File: src/rtl/adc_corr_pkg.sv
package adc_corr_pkg;

    localparam int unsigned CODE_W = 2;

    typedef logic [CODE_W-1:0] code_t;

    localparam code_t CODE_TOP = 2'b10;

    function automatic code_t clamp_code(input code_t raw);
        return (raw > CODE_TOP) ? CODE_TOP : raw;
    endfunction

endpackage

File: src/rtl/corr_code_clamp.sv
module corr_code_clamp
    import adc_corr_pkg::*;
(
    input  code_t raw_i,
    output code_t legal_o
);

    always_comb begin
        legal_o = clamp_code(raw_i);
    end

endmodule

File: src/rtl/corr_align_dly.sv
module corr_align_dly #(
    parameter int unsigned DEPTH = 1,
    parameter int unsigned W     = 2
) (
    input  logic         clk,
    input  logic         rst,
    input  logic         en_i,
    input  logic [W-1:0] din_i,
    output logic [W-1:0] dout_o
);

    generate
        if (DEPTH == 0) begin : g_pass
            assign dout_o = din_i;
        end else begin : g_line
            logic [W-1:0] tap_q [DEPTH];
            logic [W-1:0] tap_d [DEPTH];

            always_comb begin
                for (int i = 0; i < DEPTH; i++) begin
                    tap_d[i] = tap_q[i];
                end
                if (en_i) begin
                    tap_d[0] = din_i;
                    for (int i = 1; i < DEPTH; i++) begin
                        tap_d[i] = tap_q[i-1];
                    end
                end
            end

            always_ff @(posedge clk) begin
                for (int i = 0; i < DEPTH; i++) begin
                    if (rst) tap_q[i] <= '0;
                    else     tap_q[i] <= tap_d[i];
                end
            end

            assign dout_o = tap_q[DEPTH-1];
        end
    endgenerate

endmodule

File: src/rtl/corr_sum_sat.sv
module corr_sum_sat #(
    parameter int unsigned NUM_STG = 10
) (
    input  logic [2*NUM_STG-1:0] aligned_i,
    output logic [NUM_STG-1:0]   word_o
);

    localparam int unsigned ACC_W = NUM_STG + 1;

    logic [ACC_W-1:0] acc;

    always_comb begin
        acc = '0;
        for (int k = 0; k < NUM_STG; k++) begin
            acc = acc + (ACC_W'(aligned_i[2*k +: 2]) << (NUM_STG - 1 - k));
        end
        word_o = acc[ACC_W-1] ? {NUM_STG{1'b1}} : acc[NUM_STG-1:0];
    end

endmodule

File: src/rtl/adc_err_corr.sv
module adc_err_corr
    import adc_corr_pkg::*;
#(
    parameter int unsigned NUM_STG = 10
) (
    input  logic                 clk,
    input  logic                 rst,
    input  logic                 in_vld_i,
    input  logic [2*NUM_STG-1:0] codes_i,
    output logic [NUM_STG-1:0]   out_word_o,
    output logic                 out_vld_o
);

    localparam int unsigned FILL_W   = $clog2(NUM_STG);
    localparam int unsigned FILL_TOP = NUM_STG - 1;

    typedef struct packed {
        logic [FILL_W-1:0]  fill;
        logic               vld;
        logic [NUM_STG-1:0] word;
    } state_t;

    state_t st_q, st_d;

    logic [2*NUM_STG-1:0] legal;
    logic [2*NUM_STG-1:0] aligned;
    logic [NUM_STG-1:0]   corr_word;

    generate
        for (genvar k = 0; k < NUM_STG; k++) begin : g_stage
            corr_code_clamp u_clamp (
                .raw_i   (codes_i[2*k +: 2]),
                .legal_o (legal[2*k +: 2])
            );

            corr_align_dly #(
                .DEPTH (NUM_STG - 1 - k),
                .W     (CODE_W)
            ) u_dly (
                .clk    (clk),
                .rst    (rst),
                .en_i   (in_vld_i),
                .din_i  (legal[2*k +: 2]),
                .dout_o (aligned[2*k +: 2])
            );
        end
    endgenerate

    corr_sum_sat #(
        .NUM_STG (NUM_STG)
    ) u_sum (
        .aligned_i (aligned),
        .word_o    (corr_word)
    );

    always_comb begin
        st_d     = st_q;
        st_d.vld = 1'b0;
        if (in_vld_i) begin
            st_d.word = corr_word;
            st_d.vld  = (st_q.fill == FILL_W'(FILL_TOP));
            if (st_q.fill != FILL_W'(FILL_TOP)) begin
                st_d.fill = st_q.fill + 1'b1;
            end
        end
    end

    always_ff @(posedge clk) begin
        if (rst) st_q <= '0;
        else     st_q <= st_d;
    end

    assign out_word_o = st_q.word;
    assign out_vld_o  = st_q.vld;

endmodule

File: config.mk
export PLATFORM = sky130hd
export DESIGN_NAME = adc_err_corr
export DESIGN_NICKNAME = d
export VERILOG_FILES = /design/src/rtl/adc_corr_pkg.sv /design/src/rtl/corr_code_clamp.sv /design/src/rtl/corr_align_dly.sv /design/src/rtl/corr_sum_sat.sv /design/src/rtl/adc_err_corr.sv
export SDC_FILE = /design/constraint.sdc
export NUM_CORES = 1
export LEC_CHECK = 0
export BUFFER_PORTS_ARGS = -buffer_cell sky130_fd_sc_hd__buf_2
export CORE_ASPECT_RATIO = 0.7
export CORE_UTILIZATION = 40
export DETAILED_ROUTE_END_ITERATION = 8
export PLACE_DENSITY = 0.66
export SYNTH_ARGS = -nofsm -noshare
export SYNTH_HDL_FRONTEND = slang
export SYNTH_SLANG_ARGS = --single-unit
File: constraint.sdc
create_clock -name clk -period 3.57 [get_ports clk]
set_clock_uncertainty 0.15 [all_clocks]
set_input_delay 0.714 -clock clk [delete_from_list [all_inputs] [get_ports clk]]
set_output_delay 0.714 -clock clk [all_outputs]
set_load 0.01 [all_outputs]
==> impl_results.md <==
- Via-to-Cell Ratio: 4.95
- Yosys top cell area share: 0.485
- CTS tree: yes
- Std cell rows: 31
- Setup repair bufs after CTS: 0
- Worst path arrival time: 2.40 ns
- Core footprint: 10400 um2
- Detailed router's first-iteration violation count: 135
- Required @ worst endpoint: 3.62 ns
- Synthesis Warnings: 0
- Area delta synth->final: 11.9%
- Run status: completed
- Slew HR: 0.551
- Synth area leaders: dfxtp_1 (48%), mux2i_1 (19%), nor2_1 (8.6%), ha_1 (3.2%), nand3b_1 (1.9%)
- DIE WIDTH: 126 um
- Input/output buffers: 33
- Max_cap viols: 0
- Commonest non-fill, non-tap cell in the layout: dfxtp_1
- Multi-input gate area: 2030 um2
- Post-route cell area: 4850 um2
- H-Tree Depth: 3
- CP startpoint kind: input pin
- Slew Viols, Final: 0
- Tmin final: 2.35 ns
- CTS root buf: clkbuf_16
- Total wire length: 6930 um
- WL per Instance: 11.8 um
- Hold Buf Count CTS: 0
- Hold Worst Slack: 0.321 ns
- Largest net degree at the start of global routing: 50
- Sequential Area: 2100 um2
- P_leak: 2.12 nW
- Ant diodes: 0
- Clock sinks: 105
- Crit share post-route: 0.657
- Final GP Congestion: 0.766
- DRC: 0
- DP Worst Slack: 0.878 ns
- Syn Area/Cell: 10.0 um2
- F_max: 426 MHz
- Gr ovfl total: 0
- Global Route Usage Sum: 0.131
- Vias in the first global route: 2638
- Total vias in the final route: 2897
- Initial antenna violation count: 0
- # IOs: 34
- DRT antenna net count: 0
- Final net count: 483
- # resized after CTS: 0
- First-pass DRT Iterations: 4
- Hold crit path type: reg2reg
- Placed cell areas: 4540 um2
- Crit path kind: in2reg
- Slew of the pin with the lowest slew margin: 0.673 ns
- Most frequent cells in the layout: dfxtp_1 (105), nor2_1 (99), mux2i_1 (82)
- R2R Setup Slk: 1.34 ns
- RSZ-0062 raised after global routing: false
- Post-synth EDFFs: 0
- Yosys top cell by area: dfxtp_1
- Final setup margin: 1.22 ns
- Die height: 89.1 um
- Die area: 11300 um2
- Starting Density: 0.416
- Crit. End Element: flip-flop
- Ys flop type: dfxtp_1
- First-pass GRT wire length: 11800 um
- Post-Route Setup TNS: 0 ns
- Power Dens Cells: 482 nW/um2
- Synthesized instance count: 434
- Synth Register Bits: 105
- FFs w/ async S/R, synth: 0
- Final setup vio count: 0
- Layout cells sized above 1: 0.137
- Final hold vios: 0
- CP max FO: 3
- Cell area after synthesis: 4340 um2
- Seq/Total Area, Yosys: 0.485
- Mapped Nets: 469
- Clock Latency Late Sink: 0.34 ns
- Synth cell types: 46
- Fillers: 993
- Worst vdd ir: 0.262 mV
- Number of CTS-inserted buffers: 9
- Dpl hpwl: 4660 um
- Worst-path clk slew: 0.06 ns
- Longest Clk Path Bufs: 2
==> sequential cells by signal (all words and copies together), names as in the netlist <==
signal and cells:
out_vld_o 1, g_stage.u_dly.g_line.tap_q 90, out_word_o 10, st_q 4
==> per-layer routing <==
layer | up-vias | wire length (um) | GRT usage
li1 | 1507 | - | -
met3 | 9 | 246 | 0.0431
met1 | 1339 | 3690 | 0.166
met4 | 0 | 82 | 0.0427
met5 | - | 0 | 0
met2 | 42 | 2910 | 0.215
==> final cells by class <==
type | count | share of cell area
clock buffer | 12 | 0.0529
tap | 132 | 0.0340
clock inverter | 4 | 0.0106
sequential | 105 | 0.433
timing repair buffer | 39 | 0.0464
inverter | 7 | 0.00542
multi-input combinational | 286 | 0.417
==> cells in the mapped netlist (2+ instances only) <==
master      n
dfxtp_1   105
nand2_1     2
nor2_1     99
xnor2_1     3
nand2b_1   13
a21o_1      2
a311oi_1    8
and3_1      2
xor2_1      4
clkbuf_1   14
o21ai_0     4
buf_4      10
a211oi_1    2
nand4_1     3
inv_1       7
mux2i_1    82
nor3_1      3
nand3_1     2
buf_2       8
nor2b_1     3
nand3b_1   11
ha_1       11
buf_1       3
a21oi_1    11
==> power by group <==
group	internal, mW	leakage, nW	switching, mW
logic	0.0622	1.12	0.0751
registers	1.20	0.852	0.0154
clock network	0.582	0.149	0.407
==> cells by family (layout without fill, tap and decap cells) <==
| group | count (synthesis) | after routing | synth area share |
|---|---|---|---|
| simple gates | 145 | 145 | 0.154 |
| xor+xnor | 7 | 7 | 0.0141 |
| flops | 105 | 105 | 0.485 |
| mux | 82 | 82 | 0.189 |
| buf+inv | 43 | 62 | 0.0485 |
| compound gates | 40 | 40 | 0.0736 |
| fa+ha+maj | 12 | 12 | 0.0363 |
==> worst max-delay path, stage by stage <==
cell and delay, ns:
buf_2 0.09, ha_1 0.16, inv_1 0.06, fa_1 0.39
nor2b_1 0.19, o211ai_2 0.13, mux2i_1 0.14, a2111oi_0 0.39
a311oi_1 0.14
==> through the flow <==
| step | std cells | total power [mW] | utilization |
|---|---|---|---|
| 6_report | 585 | 2.34 | 0.465 |
| 5_1_grt | 585 | 2.44 | 0.465 |
| 4_1_cts | 585 | 2.37 | 0.465 |
| 3_5_place_dp | 569 | 1.38 | 0.436 |
| 3_3_place_gp | 569 | 1.37 | 0.436 |
| 2_1_floorplan | 434 | 1.35 | - |
==> worst paths after layout <==
path | startpoint | endpoint | depth (start not counted)
worst max-delay path | codes_i[19] | out_word_o[7]$_SDFFE_PP0P_ | 9
worst min-delay path | g_stage[5].u_dly.g_line.tap_q[0][0]$_SDFFE_PP0P_ | g_stage[5].u_dly.g_line.tap_q[0][0]$_SDFFE_PP0P_ | 2
worst max register to register | g_stage[8].u_dly.g_line.tap_q[0][0]$_SDFFE_PP0P_ | out_word_o[7]$_SDFFE_PP0P_ | 8
worst min register to register | g_stage[5].u_dly.g_line.tap_q[0][0]$_SDFFE_PP0P_ | g_stage[5].u_dly.g_line.tap_q[0][0]$_SDFFE_PP0P_ | 2
(Power assumes the default switching activity.)
